--- config.mk ---
export PLATFORM = sky130hd
export DESIGN_NAME = gpio_port
export DESIGN_NICKNAME = d
export VERILOG_FILES = /design/src/rtl/gpio_port_pkg.sv /design/src/rtl/gpio_addr_dec.sv /design/src/rtl/gpio_cfg_regs.sv /design/src/rtl/gpio_dir_track.sv /design/src/rtl/gpio_out_ctrl.sv /design/src/rtl/gpio_in_sync.sv /design/src/rtl/gpio_port.sv
export SDC_FILE = /design/constraint.sdc
export NUM_CORES = 1
export LEC_CHECK = 0
export BUFFER_PORTS_ARGS = -buffer_cell sky130_fd_sc_hd__buf_2
export CORE_ASPECT_RATIO = 1.75
export CORE_MARGIN = 2
export CORE_UTILIZATION = 30
export DETAILED_ROUTE_END_ITERATION = 8
export GPL_ROUTABILITY_DRIVEN = 0
export PLACE_DENSITY = 0.58
export SLEW_MARGIN = 20
export SYNTH_ARGS = -nofsm -noshare
export SYNTH_HDL_FRONTEND = slang
export SYNTH_SLANG_ARGS = --single-unit
export TNS_END_PERCENT = 5
--- constraint.sdc ---
create_clock -name clk_i -period 1.6 [get_ports clk_i]
set_input_delay 0.08 -clock clk_i [delete_from_list [all_inputs] [get_ports clk_i]]
set_output_delay 0.08 -clock clk_i [all_outputs]
set_load 0.01 [all_outputs]
--- src/rtl/gpio_port_pkg.sv ---
package gpio_port_pkg;

  localparam logic [5:0] OFF_MODE   = 6'h00;
  localparam logic [5:0] OFF_OTYPE  = 6'h04;
  localparam logic [5:0] OFF_SPEED  = 6'h08;
  localparam logic [5:0] OFF_PULL   = 6'h0C;
  localparam logic [5:0] OFF_IDATA  = 6'h10;
  localparam logic [5:0] OFF_ODATA  = 6'h14;
  localparam logic [5:0] OFF_SETCLR = 6'h18;
  localparam logic [5:0] OFF_CLRHI  = 6'h1A;
  localparam logic [5:0] OFF_LOCK   = 6'h1C;
  localparam logic [5:0] OFF_AFLO   = 6'h20;
  localparam logic [5:0] OFF_AFHI   = 6'h24;

  typedef enum logic [1:0] {
    PM_INPUT  = 2'd0,
    PM_OUTPUT = 2'd1,
    PM_ALT    = 2'd2,
    PM_ANALOG = 2'd3
  } pin_mode_e;

  typedef struct packed {
    logic mode;
    logic otype;
    logic speed;
    logic pull;
    logic idata;
    logic odata;
    logic setclr;
    logic clrhi;
    logic lock;
    logic aflo;
    logic afhi;
  } reg_hit_t;

  typedef struct packed {
    logic [31:0] mode;
    logic [31:0] speed;
    logic [31:0] pull;
  } cfg_rst_t;

  function automatic cfg_rst_t cfg_reset(input int port_id);
    cfg_rst_t r;
    r = '0;
    case (port_id)
      0: begin
        r.mode = 32'hA800_0000;
        r.pull = 32'h6400_0000;
      end
      1: begin
        r.mode  = 32'h0000_0280;
        r.pull  = 32'h0000_0100;
        r.speed = 32'h0000_00C0;
      end
      default: r = '0;
    endcase
    return r;
  endfunction

endpackage

--- src/rtl/gpio_addr_dec.sv ---
module gpio_addr_dec
  import gpio_port_pkg::*;
#(
  parameter int unsigned ADDR_W = 6
) (
  input  logic [ADDR_W-1:0] addr_i,
  input  logic              half_i,
  output reg_hit_t          hit_o
);

  always_comb begin
    hit_o = '0;
    if (half_i) begin
      hit_o.clrhi = (addr_i == ADDR_W'(OFF_CLRHI));
    end else if (addr_i[1:0] == 2'b00) begin
      hit_o.mode   = (addr_i == ADDR_W'(OFF_MODE));
      hit_o.otype  = (addr_i == ADDR_W'(OFF_OTYPE));
      hit_o.speed  = (addr_i == ADDR_W'(OFF_SPEED));
      hit_o.pull   = (addr_i == ADDR_W'(OFF_PULL));
      hit_o.idata  = (addr_i == ADDR_W'(OFF_IDATA));
      hit_o.odata  = (addr_i == ADDR_W'(OFF_ODATA));
      hit_o.setclr = (addr_i == ADDR_W'(OFF_SETCLR));
      hit_o.lock   = (addr_i == ADDR_W'(OFF_LOCK));
      hit_o.aflo   = (addr_i == ADDR_W'(OFF_AFLO));
      hit_o.afhi   = (addr_i == ADDR_W'(OFF_AFHI));
    end
  end

endmodule

--- src/rtl/gpio_cfg_regs.sv ---
module gpio_cfg_regs
  import gpio_port_pkg::*;
#(
  parameter int unsigned REG_W = 32,
  parameter cfg_rst_t    RST   = '0
) (
  input  logic             clk_i,
  input  logic             rst_ni,
  input  reg_hit_t         wr_i,
  input  logic [REG_W-1:0] wdata_i,
  output logic [REG_W-1:0] mode_o,
  output logic [REG_W-1:0] otype_o,
  output logic [REG_W-1:0] speed_o,
  output logic [REG_W-1:0] pull_o,
  output logic [REG_W-1:0] lock_o,
  output logic [REG_W-1:0] aflo_o,
  output logic [REG_W-1:0] afhi_o
);

  always_ff @(posedge clk_i or negedge rst_ni) begin
    if (!rst_ni) begin
      mode_o  <= RST.mode[REG_W-1:0];
      otype_o <= '0;
      speed_o <= RST.speed[REG_W-1:0];
      pull_o  <= RST.pull[REG_W-1:0];
      lock_o  <= '0;
      aflo_o  <= '0;
      afhi_o  <= '0;
    end else begin
      if (wr_i.mode)  mode_o  <= wdata_i;
      if (wr_i.otype) otype_o <= wdata_i;
      if (wr_i.speed) speed_o <= wdata_i;
      if (wr_i.pull)  pull_o  <= wdata_i;
      if (wr_i.lock)  lock_o  <= wdata_i;
      if (wr_i.aflo)  aflo_o  <= wdata_i;
      if (wr_i.afhi)  afhi_o  <= wdata_i;
    end
  end

endmodule

--- src/rtl/gpio_dir_track.sv ---
module gpio_dir_track
  import gpio_port_pkg::*;
#(
  parameter int unsigned NPINS = 16
) (
  input  logic               clk_i,
  input  logic               rst_ni,
  input  logic               wr_i,
  input  logic [2*NPINS-1:0] mode_i,
  output logic [NPINS-1:0]   dir_o     // 1 = input
);

  for (genvar n = 0; n < NPINS; n++) begin : g_pin
    pin_mode_e fld;
    assign fld = pin_mode_e'(mode_i[2*n +: 2]);

    always_ff @(posedge clk_i or negedge rst_ni) begin
      if (!rst_ni) begin
        dir_o[n] <= 1'b0;
      end else if (wr_i) begin
        if (fld == PM_INPUT)       dir_o[n] <= 1'b1;
        else if (fld == PM_OUTPUT) dir_o[n] <= 1'b0;
      end
    end

    assert_dir_in_R3: assert property (@(posedge clk_i) disable iff (!rst_ni)
      (wr_i && mode_i[2*n +: 2] == 2'd0) |=> dir_o[n]);
    assert_dir_out_R3: assert property (@(posedge clk_i) disable iff (!rst_ni)
      (wr_i && mode_i[2*n +: 2] == 2'd1) |=> !dir_o[n]);
    assert_dir_hold_R3: assert property (@(posedge clk_i) disable iff (!rst_ni)
      (wr_i && mode_i[2*n+1]) |=> $stable(dir_o[n]));
  end

endmodule

--- src/rtl/gpio_out_ctrl.sv ---
module gpio_out_ctrl #(
  parameter int unsigned NPINS = 16
) (
  input  logic               clk_i,
  input  logic               rst_ni,
  input  logic               wr_data_i,
  input  logic               wr_setclr_i,
  input  logic               wr_clrhi_i,
  input  logic [2*NPINS-1:0] wdata_i,
  input  logic [NPINS-1:0]   dir_i,
  output logic [NPINS-1:0]   odata_o
);

  logic [NPINS-1:0] set_v, clr_v;
  assign set_v = wdata_i[NPINS-1:0];
  assign clr_v = wdata_i[2*NPINS-1:NPINS];

  always_ff @(posedge clk_i or negedge rst_ni) begin
    if (!rst_ni) begin
      odata_o <= '0;
    end else if (wr_data_i) begin
      odata_o <= set_v & ~dir_i;
    end else if (wr_setclr_i) begin
      odata_o <= (odata_o & ~clr_v) | set_v;   // clear then set
    end else if (wr_clrhi_i) begin
      odata_o <= odata_o & ~set_v;             // 16-bit data lands in low half
    end
  end

  assert_odata_masked_R4: assert property (@(posedge clk_i) disable iff (!rst_ni)
    wr_data_i |=> ((odata_o & dir_i) == '0));
  assert_set_wins_R5: assert property (@(posedge clk_i) disable iff (!rst_ni)
    wr_setclr_i |=> ((odata_o & $past(set_v)) == $past(set_v)));
  assert_clear_R5: assert property (@(posedge clk_i) disable iff (!rst_ni)
    wr_setclr_i |=> ((odata_o & $past(clr_v & ~set_v)) == '0));
  assert_half_clear_R7: assert property (@(posedge clk_i) disable iff (!rst_ni)
    wr_clrhi_i |=> ((odata_o & $past(set_v)) == '0));

endmodule

--- src/rtl/gpio_in_sync.sv ---
module gpio_in_sync #(
  parameter int unsigned NPINS  = 16,
  parameter int unsigned STAGES = 2
) (
  input  logic             clk_i,
  input  logic             rst_ni,
  input  logic [NPINS-1:0] pins_i,
  output logic [NPINS-1:0] idata_o
);

  logic [STAGES-1:0][NPINS-1:0] sreg;

  always_ff @(posedge clk_i or negedge rst_ni) begin
    if (!rst_ni) begin
      sreg    <= '0;
      idata_o <= '0;
    end else begin
      sreg[0] <= pins_i;
      for (int s = 1; s < STAGES; s++) sreg[s] <= sreg[s-1];
      idata_o <= sreg[STAGES-1];
    end
  end

endmodule

--- src/rtl/gpio_port.sv ---
module gpio_port
  import gpio_port_pkg::*;
#(
  parameter int          PORT_ID     = 0,
  parameter int unsigned NPINS       = 16,
  parameter int unsigned ADDR_W      = 6,
  parameter int unsigned SYNC_STAGES = 2
) (
  input  logic                 clk_i,
  input  logic                 rst_ni,
  input  logic                 req_i,
  input  logic                 we_i,
  input  logic                 half_i,
  input  logic [ADDR_W-1:0]    addr_i,
  input  logic [2*NPINS-1:0]   wdata_i,
  output logic [2*NPINS-1:0]   rdata_o,
  output logic                 err_o,
  input  logic [NPINS-1:0]     pins_i,
  output logic [NPINS-1:0]     pins_o,
  output logic [NPINS-1:0]     oe_o
);

  localparam int unsigned REG_W = 2 * NPINS;
  localparam cfg_rst_t    RST   = cfg_reset(PORT_ID);

  reg_hit_t         hit, wr;
  logic [REG_W-1:0] mode_q, otype_q, speed_q, pull_q, lock_q, aflo_q, afhi_q;
  logic [NPINS-1:0] dir_q, odata_q, idata_q;
  logic [REG_W-1:0] rd_val;

  gpio_addr_dec #(.ADDR_W(ADDR_W)) u_dec (
    .addr_i (addr_i),
    .half_i (half_i),
    .hit_o  (hit)
  );

  assign wr = (req_i && we_i) ? hit : '0;

  gpio_cfg_regs #(.REG_W(REG_W), .RST(RST)) u_cfg (
    .clk_i   (clk_i),
    .rst_ni  (rst_ni),
    .wr_i    (wr),
    .wdata_i (wdata_i),
    .mode_o  (mode_q),
    .otype_o (otype_q),
    .speed_o (speed_q),
    .pull_o  (pull_q),
    .lock_o  (lock_q),
    .aflo_o  (aflo_q),
    .afhi_o  (afhi_q)
  );

  gpio_dir_track #(.NPINS(NPINS)) u_dir (
    .clk_i  (clk_i),
    .rst_ni (rst_ni),
    .wr_i   (wr.mode),
    .mode_i (wdata_i),
    .dir_o  (dir_q)
  );

  gpio_out_ctrl #(.NPINS(NPINS)) u_out (
    .clk_i       (clk_i),
    .rst_ni      (rst_ni),
    .wr_data_i   (wr.odata),
    .wr_setclr_i (wr.setclr),
    .wr_clrhi_i  (wr.clrhi),
    .wdata_i     (wdata_i),
    .dir_i       (dir_q),
    .odata_o     (odata_q)
  );

  gpio_in_sync #(.NPINS(NPINS), .STAGES(SYNC_STAGES)) u_in (
    .clk_i   (clk_i),
    .rst_ni  (rst_ni),
    .pins_i  (pins_i),
    .idata_o (idata_q)
  );

  always_comb begin
    rd_val = '0;
    unique case (1'b1)
      hit.mode:  rd_val = mode_q;
      hit.otype: rd_val = otype_q;
      hit.speed: rd_val = speed_q;
      hit.pull:  rd_val = pull_q;
      hit.idata: rd_val = {{NPINS{1'b0}}, idata_q & dir_q};
      hit.odata: rd_val = {{NPINS{1'b0}}, odata_q};
      hit.lock:  rd_val = lock_q;
      hit.aflo:  rd_val = aflo_q;
      hit.afhi:  rd_val = afhi_q;
      default:   rd_val = '0;   // set/clear, unmapped
    endcase
  end

  always_ff @(posedge clk_i or negedge rst_ni) begin
    if (!rst_ni) begin
      rdata_o <= '0;
      err_o   <= 1'b0;
    end else begin
      if (req_i && !we_i) rdata_o <= rd_val;
      err_o <= wr.idata;
    end
  end

  assign pins_o = odata_q;
  assign oe_o   = ~dir_q;

  assert_err_cause_R8: assert property (@(posedge clk_i) disable iff (!rst_ni)
    err_o |-> $past(req_i && we_i && !half_i && addr_i == ADDR_W'(OFF_IDATA)));
  assert_setclr_reads_zero_R6: assert property (@(posedge clk_i) disable iff (!rst_ni)
    (req_i && !we_i && (hit.setclr || hit.clrhi)) |=> (rdata_o == '0));
  assert_rdata_hold_R11: assert property (@(posedge clk_i) disable iff (!rst_ni)
    !(req_i && !we_i) |=> $stable(rdata_o));
  assert_idata_write_ignored_R8: assert property (@(posedge clk_i) disable iff (!rst_ni)
    wr.idata |=> ($stable(odata_q) && $stable(dir_q) && $stable(mode_q)));
  assert_hit_onehot_R2: assert property (@(posedge clk_i) disable iff (!rst_ni)
    $onehot0(hit));

endmodule

==> results of run 1 <==
-- report_power, final --
part / total, µW / switching [µW] / internal (µW)
clock: 7120 / 3320 / 3800
combinational: 1570 / 890 / 683
sequential: 9070 / 194 / 8880
total: 17800 / 4410 / 13400
-- metal layers --
metal	up-vias	share of wire [%]	track usage, %
met3	118	4.0	2.479
met4	2	5.3	10.17
li1	4867	-	-
met1	5776	39	22.06
met5	-	0.026	0
met2	380	52	34.91
-- path summary, 6_finish.rpt --
check                      slack, ns                       endpoint  cells after the start
max                             0.02        rdata_o[16]$_DFFE_PN0P_                      5
max reg2reg                     0.02        rdata_o[16]$_DFFE_PN0P_                      5
min                             0.10  u_cfg.otype_o[19]$_DFFE_PN0P_                      3
max in group asynchronous       0.92    u_cfg.pull_o[1]$_DFFE_PN0P_                      4
min reg2reg                     0.34        u_in.sreg[30]$_DFF_PN0_                      0
min in group clk_i              0.13  u_cfg.speed_o[24]$_DFFE_PN0P_                      4
-- logic make-up after synthesis --
logic type	after synthesis	synth area share (%)
and+or+nand+nor	211	7.942
buffers and inverters	142	4.104
DFF	337	56.16
muxes	298	21.87
AOI/OAI and AO/OA	198	9.865
xor gates and xnor gates	1	0.05829
-- metrics by stage --
step	area [µm²]	hold slack (ns)
final	18930	0.1049
after global routing	18930	0.1250
after global placement	17370	-0.03515
after CTS	18890	0.09248
after detailed placement	17370	-0.02998
after floorplan	15040	-0.2156
-- worst max-delay path, stage by stage (launching register included) --
cell	delay, ns
dfrtp_1	0.34
or3b_2	0.43
a21oi_1	0.15
o21ai_1	0.17
buf_4	0.20
a32oi_1	0.18
-- placed cells by master, fill, tap and decap left out, drive strengths merged, types with 27 or more instances in the layout --
cell           n
dfrtp        331
buf          266
mux2         243
nand2         61
dlygate4sd3   57
mux2i         55
clkbuf        46
nor3          38
inv           36
o21ai         36
nor4          27
-- area by class of cell --
class / instances / area, µm²
clock buffers: 45 / 878.3
clock inverters: 8 / 57.56
repair buffers: 324 / 2582
fillers: 4893 / 30660
flip-flops and latches: 337 / 8441
inverters: 34 / 127.6
well taps: 660 / 825.8
multi-input cells: 708 / 6022
-- what timing repair did --
item                       CTS  global route
cloned                       0             1
pin swaps                    0             2
setup buffers                0             2
hold buffers                58             0
setup endpoints to repair    1             8
gates resized for setup      1             3
hold endpoints to repair   534             0
==> results.md, run 1 <==
* Avg Cell Area, Syn at 12.66 µm²
* Number of flops mapped to enable cells by yosys at 0
* Cell Area, Synth at 15030 µm²
* Fmax achieved at 0.6343 GHz
* Row cnt at 108
* Tcrit/Tclk final at 98.53%
* Final hold vios at 0
* Setup_tns at 0 ns
* Sequential fraction of the synthesis area at 56.16%
* Synth top area cells: dfrtp_1 (55%), mux2_2 (18%), mux2i_1 (3.7%)
* Share of cells above drive strength 1 at 39.63%
* DRC violations left at 0
* Via count at 11143
* Area share of the largest cell type after synthesis at 55.11%
* Startpoint Class: register
* Die width at 173.2 µm
* Final min period at 1.577 ns
* Slew Limit Fails at 0
* Top_reg_cell synth: dfrtp_1
* CTS Buf Count at 31
* HP Class: input port to asynchronous set/reset pin
* Placed Instances at 2002
* Overall power at 17760 µW
* TritonRoute pass-1 iters at 7
* CTS clk-pin slew, worst paths at 0.07 ns
* Sink Count at 337
* Number of global-route vias before repair at 11819
* Crit end category: register
* Net Count, Synth at 1246
* Grt total ovfl at 0
* Port Buffers at 123
* Die footprint at 51980 µm²
* Power per cell area at 938.2 nW/µm²
* Diode count at 0
* Hpwl dp at 35560 µm
* DR vias/cell at 5.266
* Synthesis-to-layout area growth at 25.98%
* CTS Buffer Depth at 3
* Count leader, synth: dfrtp_1
* Ys async rst share at 100.0%
* Final WL at 50100 µm
* Yosys reg bits at 337
* First DRT Iteration DRCs at 715
* Post-route setup slack at 0.02345 ns
* Post-route ant nets at 0
* Final non-filler cell total at 2116
* Core area at 49590 µm²
* Critical path launch point: u_cfg.mode_o[16]$_DFFE_PN0P_
* CP Class: register to register
* DIE HEIGHT at 300.1 µm
* Top cells by count, synth: dfrtp_1 (331), mux2_2 (238), nand2_1 (61), clkbuf_1 (59), mux2i_1 (55)
* Routed len/inst at 23.68 µm
* CTS tree: done
* First-pass GRT wire length at 75950 µm
* Slew @ Worst Pin at 0.5205 ns
* Lkg Pwr at 0.008760 µW
* Clock Tree Root: clkbuf_16
* Worst EP required at 2.10 ns
* Tot GR Track Use at 19.27%
* Yosys top cell by area: dfrtp_1
* Clk Latency, worst-skew pair at 0.59 ns
* Reg-to-Reg Start: u_cfg.mode_o[16]$_DFFE_PN0P_
* Pre-CTS setup slack at -0.2173 ns
* Initial Util at 30.31%
* Peak VDD IR at 631.7 µV
* # IOs at 124
* Final Util at 38.18%
* Htree depth at 1
* Worst Path Arrival at 2.08 ns
* Clock Skew at 0.01620 ns
* Max-Cap Viols at 0
* Unique cell type count in the Yosys netlist at 57
* Pin count of the biggest net entering global routing at 68
* Synthesis Warnings at 0
* Status: completed
* CP max FO at 2
* Final setup fails at 0
* Max_slew headroom at 64.98%
* Fin nets at 1495
* Synthesized instance count at 1187
* Initial antenna violation count at 1
Power figures use the tool's default switching activity.
==> inputs of run 2 (changes only) <==
Settings changed: SETUP_SLACK_MARGIN from default to 0.05.
==> results.md, run 2 (synthesis gave the netlist of run 1 again) <==
* Sink Count at 337 (unchanged)
* Most common cell after layout, fill and taps aside: dfrtp_1
* CP Class: register to register
* Most frequent cells in the layout: dfrtp_1 (331), mux2_2 (238), buf_2 (122), buf_4 (99), nand2_1 (61)
* Post-route ant nets at 0 (unchanged)
* Diode count at 0 (unchanged)
* First DRT Iteration DRCs at 670 (-6.3%)
* Die footprint at 51980 µm² (unchanged)
* Final WL at 48440 µm (-3.3%)
* Post-route setup slack at 0.08569 ns (+0.06223 ns)
* Top layer reached by signal wires: met5
* Design Area, Final at 19110 µm² (+0.95%)
* Tcrit/Tclk final at 94.64% (-3.9 points)
* Share of cells above drive strength 1 at 40.28% (+0.65 points)
* # IOs at 124 (unchanged)
* Status: completed
* Power per cell area at 994.9 nW/µm² (+6.0%)
* Initial Util at 30.31% (unchanged)
* Reg2Reg Depth at 4 (-1)
* Via count at 11059 (-0.75%)
* Port Buffers at 123 (unchanged)
* Clock Tree Root: clkbuf_16
* Htree depth at 2 (+1)
* Worst EP required at 2.06 ns (-0.04 ns)
* Slew Limit Fails at 0 (unchanged)
* DRC violations left at 0 (unchanged)
* Pre-CTS setup slack at -0.3346 ns (-0.1173 ns)
* Routed len/inst at 23.01 µm (-2.8%)
* Row cnt at 108 (unchanged)
* Final hold vios at 0 (unchanged)
* Placed Instances at 1995 (-0.35%)
* Final setup fails at 0 (unchanged)
* Max_slew headroom at 55.37% (-9.6 points)
* Core area at 49590 µm² (unchanged)
* Routed length on met1 at 18400 µm (-5.2%)
* Reg-to-Reg Start: u_cfg.mode_o[16]$_DFFE_PN0P_
* Pin count of the biggest net entering global routing at 65 (-4.4%)
* Die width at 173.2 µm (unchanged)
* Grt total ovfl at 0 (unchanged)
* Fmax achieved at 0.6604 GHz (+4.1%)
* Placed Area at 17470 µm² (+0.60%)
* HP Class: input port to register
* Worst Path Arrival at 1.97 ns (-0.11 ns)
* Initial antenna violation count at 2 (+1)
* Clock Skew at 0.01876 ns (+0.002557 ns)
* Worst flop-to-flop path endpoint: rdata_o[16]$_DFFE_PN0P_
* CP max FO at 2 (unchanged)
* Slew @ Worst Pin at 0.6658 ns (+0.1453 ns)
* Worst setup path end: rdata_o[16]$_DFFE_PN0P_
* Synthesis-to-layout area growth at 27.18%
* Lkg Pwr at 0.008822 µW (+0.72%)
* Final non-filler cell total at 2105 (-0.52%)
* Tot GR Track Use at 18.68% (-0.59 points)
* Crit end category: register
* CTS Buffer Depth at 3 (unchanged)
* DR vias/cell at 5.254 (-0.24%)
* CTS Buf Count at 35 (+13%)
* Area occupied by multi-input gates at 6028 µm² (+0.10%)
* Hpwl dp at 35060 µm (-1.4%)
* Flop-to-flop setup slack at 0.09 ns (+0.06 ns)
* Max-Cap Viols at 0 (unchanged)
* CTS clk-pin slew, worst paths at 0.07 ns (about the same)
* FF/Latch Area at 8441 µm² (unchanged)
* Fin nets at 1477 (-1.2%)
* Post-CTS setup repair buffer count at 0 (unchanged)
* Met3 WL at 2296 µm (+15%)
* CTS tree: done
* Startpoint Class: register
* TritonRoute pass-1 iters at 5 (-2)
* Clk Latency, worst-skew pair at 0.54 ns (-0.05 ns)
* Peak VDD IR at 589.1 µV (-6.7%)
* WL met2 at 24890 µm (-4.3%)
* DIE HEIGHT at 300.1 µm (unchanged)
* Critical path launch point: u_cfg.mode_o[16]$_DFFE_PN0P_
* Final min period at 1.514 ns (-0.06223 ns)
* First-pass GRT wire length at 73720 µm (-2.9%)
* Number of global-route vias before repair at 11717 (-0.86%)
* Unrepaired setup endpoints after global routing: no
* FILL cells at 4825 (-1.4%)
run 2: cell type report:
type	count	area share [%]
clock buffers	51	5.584
multi-input cells	708	31.54
repair buffers	302	13.13
clock inverters	13	0.6022
flip-flops and latches	337	44.16
inverters	34	0.6677
well taps	660	4.320
run 2: critical path, cell delays in order, from the launching register on:
cell	delay (ns)
dfrtp_1	0.34
or3b_2	0.44
a21oi_1	0.14
o21ai_0	0.24
a32oi_1	0.27
run 2: report_power, final:
group	leakage (µW)	switching, µW	internal, µW
Combinational	0.00379	877	681
Clock	0.000589	3560	4830
Sequential	0.00445	185	8880
run 2: routing by layer:
metal | track usage (%) | vias to the layer above
li1 | - | 4838
met1 | 21.22 | 5706
met2 | 33.64 | 378
met3 | 2.757 | 133
met4 | 10.15 | 4
met5 | 0 | -
run 2: what timing repair did:
action / in CTS / in global routing
setup endpoints to repair: 0 / 0
hold buffers: 46 / 0
endpoints found under the hold margin: 488 / 0
resized for setup: 0 / 0
run 2: worst min path at each step:
stage / cells past startpoint / slack (ns) / startpoint / endpoint
2_1_floorplan: 0 / -0.22 / rst_ni / err_o$_DFF_PN0_
3_3_place_gp: 1 / 0.06 / rst_ni / u_dir.dir_o[7]$_DFFE_PN0P_
3_5_place_dp: 1 / 0.05 / rst_ni / u_dir.dir_o[7]$_DFFE_PN0P_
4_1_cts: 2 / 0.01 / wdata_i[23] / u_dir.dir_o[11]$_DFFE_PN0P_
5_1_grt: 2 / 0.01 / wdata_i[18] / u_cfg.pull_o[18]$_DFFE_PN0P_
6_report: 2 / 0.01 / wdata_i[23] / u_dir.dir_o[11]$_DFFE_PN0P_
run 2: through the flow:
step | hold WS [ns] | utilization [%] | setup TNS [ns] | total power (µW)
floorplan | -0.2156 | - | -0.7600 | 9855
global placement | 0.05561 | 35.23 | -23.01 | 10660
detailed placement | 0.05449 | 35.23 | -27.82 | 10710
CTS | 0.01287 | 38.54 | 0 | 19240
global route | 0.01065 | 38.54 | 0 | 19690
finish | 0.01383 | 38.54 | 0 | 19020
==> inputs of run 3 (changes only) <==
Settings changed: CORE_ASPECT_RATIO 1.75 to 1.25, CORE_MARGIN 2 to default.
==> results.md, run 3 (synthesis gave the netlist of run 1 again) <==
* Clock Tree Root: clkbuf_16
* Overall power at 19220 µW (+1.1%)
* CP max FO at 2 (unchanged)
* CTS Buffer Depth at 3 (unchanged)
* Worst Path Arrival at 1.83 ns (-0.14 ns)
* Final setup fails at 0 (unchanged)
* Design Area, Final at 19160 µm² (+0.26%)
* First DRT Iteration DRCs at 664 (-0.90%)
* Initial Util at 30.41% (+0.11 points)
* Pin count of the biggest net entering global routing at 70 (+7.7%)
* HP Class: input port to asynchronous set/reset pin
* Port Buffers at 123 (unchanged)
* Most frequent cells in the layout: dfrtp_1 (331), mux2_2 (238), buf_4 (124), buf_2 (122), nand2_1 (61)
* Hpwl dp at 33390 µm (-4.8%)
* Htree depth at 2 (unchanged)
* Post-route ant nets at 0 (unchanged)
* CTS Buf Count at 38 (+8.6%)
* Unrepaired setup endpoints after global routing: no
* Share of cells above drive strength 1 at 40.61% (+0.34 points)
* CP Class: register to register
* Die footprint at 51000 µm² (-1.9%)
* Routed len/inst at 22.17 µm (-3.7%)
* Number of global-route vias before repair at 11454 (-2.2%)
* First-pass GRT wire length at 71440 µm (-3.1%)
* Die width at 202.2 µm (+17%)
* CTS tree: done
* Lkg Pwr at 0.008880 µW (+0.65%)
* FILL cells at 4823 (-0.041%)
* Via count at 11001 (-0.52%)
* Clock Skew at 0.02010 ns (+0.001338 ns)
* Peak VDD IR at 607.1 µV (+3.1%)
* Crit end category: register
* Worst EP required at 1.99 ns (-0.07 ns)
* Grt total ovfl at 0 (unchanged)
* Final min period at 1.437 ns (-0.07774 ns)
* Worst path slowest cell: nor4_1
* Final hold vios at 0 (unchanged)
* DIE HEIGHT at 252.2 µm (-16%)
* Power per cell area at 1003 nW/µm² (+0.82%)
* DR vias/cell at 5.194 (-1.1%)
* CP cell instances: mux2i_1, nor3_1, nor4_1, buf_4, o21ai_0
* Row cnt at 91 (-16%)
* Tot GR Track Use at 18.60% (-0.072 points)
* Most common cell after layout, fill and taps aside: dfrtp_1
* Synthesis-to-layout area growth at 27.51%
* Max incr delay on CP at 0.38 ns (-0.06 ns)
* Fin nets at 1497 (+1.4%)
* Initial antenna violation count at 2 (unchanged)
* Clk Latency, worst-skew pair at 0.54 ns (about the same)
* Final WL at 46950 µm (-3.1%)
* Slew Limit Fails at 0 (unchanged)
* Max_slew headroom at 69.24% (+14 points)
* Post-CTS setup repair buffer count at 0 (unchanged)
* CTS clk-pin slew, worst paths at 0.06 ns (about the same)
* # IOs at 124 (unchanged)
* Status: completed
* Sink Count at 337 (unchanged)
* Core area at 49410 µm² (-0.36%)
* Placed Area at 17420 µm² (-0.28%)
* TritonRoute pass-1 iters at 6 (+1)
* Tcrit/Tclk final at 89.79% (-4.9 points)
* Startpoint Class: register
* Max-Cap Viols at 0 (unchanged)
* DRC violations left at 0 (unchanged)
* Slew @ Worst Pin at 0.4498 ns (-0.2161 ns)
* Fmax achieved at 0.6961 GHz (+5.4%)
[run 3: changes by cell type in the layout (fill, tap and decap cells not counted)]
cell / change
diode_2: +2
buf_12: -11
dlygate4sd3_1: +3
a21oi_1: -1
nor3_1: +1
a21oi_2: +1
buf_4: +25
clkinv_2: -3
clkbuf_16: +3
clkbuf_1: +4
nor3_2: -1
clkinv_8: -1
[run 3: final cells by class]
cell class                      count  area (µm²)  share of cell area [%]
Timing Repair Buffer              319        2507                   13.08
Multi-Input combinational cell    708        6027                   31.45
Sequential cell                   337        8441                   44.05
Tap cell                          651       814.5                   4.250
Antenna cell                        2       5.005                 0.02612
Inverter                           34       127.6                  0.6660
Clock buffer                       58        1157                   6.039
Clock inverter                      9       83.83                  0.4375
[run 3: report_power, final]
group / leakage (µW) / switching (µW) / total (µW) / internal [µW]
combinational: 0.00382 / 869 / 1540 / 673
sequential: 0.00445 / 179 / 9060 / 8880
clock: 0.000612 / 3470 / 8620 / 5150
total: 0.00888 / 4520 / 19200 / 14700
[run 3: through the flow]
stage	cells	hold slack [ns]	setup WS [ns]	setup TNS, ns	utilization (%)
2_1_floorplan	1187	-0.2156	-0.02392	-0.7600	-
3_3_place_gp	2000	-0.005084	-0.2554	-32.89	35.26
3_5_place_dp	2000	-0.0003929	-0.2474	-30.87	35.26
4_1_cts	2116	0.02967	0.1102	0	38.76
5_1_grt	2118	0.03232	0.07491	0	38.78
6_report	2118	0.02858	0.1634	0	38.78
[run 3: metal layers]
| layer | wire (µm) | GRT usage [%] |
|---|---|---|
| met3 | 2158 | 2.733 |
| met1 | 19550 | 23.18 |
| met5 | 0 | 0 |
| met2 | 23210 | 31.71 |
| met4 | 2031 | 8.614 |
[run 3: path summary, 6_finish.rpt]
kind                       slack, ns                   endpoint  depth (start not counted)                          from
max reg2reg                     0.16    rdata_o[17]$_DFFE_PN0P_                          5  u_cfg.aflo_o[17]$_DFFE_PN0P_
min                             0.03     u_in.sreg[0]$_DFF_PN0_                          2                        rst_ni
max                             0.16    rdata_o[17]$_DFFE_PN0P_                          5  u_cfg.aflo_o[17]$_DFFE_PN0P_
max in group asynchronous       0.84    u_in.sreg[31]$_DFF_PN0_                          3                        rst_ni
min reg2reg                     0.34  u_in.idata_o[4]$_DFF_PN0_                          0       u_in.sreg[20]$_DFF_PN0_
min in group clk_i              0.07    rdata_o[24]$_DFFE_PN0P_                          4                     addr_i[3]
[run 3: critical path: cells and delay by family (launching register included)]
| kind | cells | cell delay, ns |
|---|---|---|
| and+or+nand+nor | 2 | 0.46 |
| muxes | 1 | 0.23 |
| buffers and inverters | 1 | 0.17 |
| AOI/OAI and AO/OA | 1 | 0.07 |
| DFF | 1 | 0.37 |
[run 3: what timing repair did]
item | in CTS | in global routing
endpoints found under the setup margin | 0 | 1
resized for setup | 0 | 1
endpoints found under the hold margin | 425 | 0
hold buffers | 49 | 0
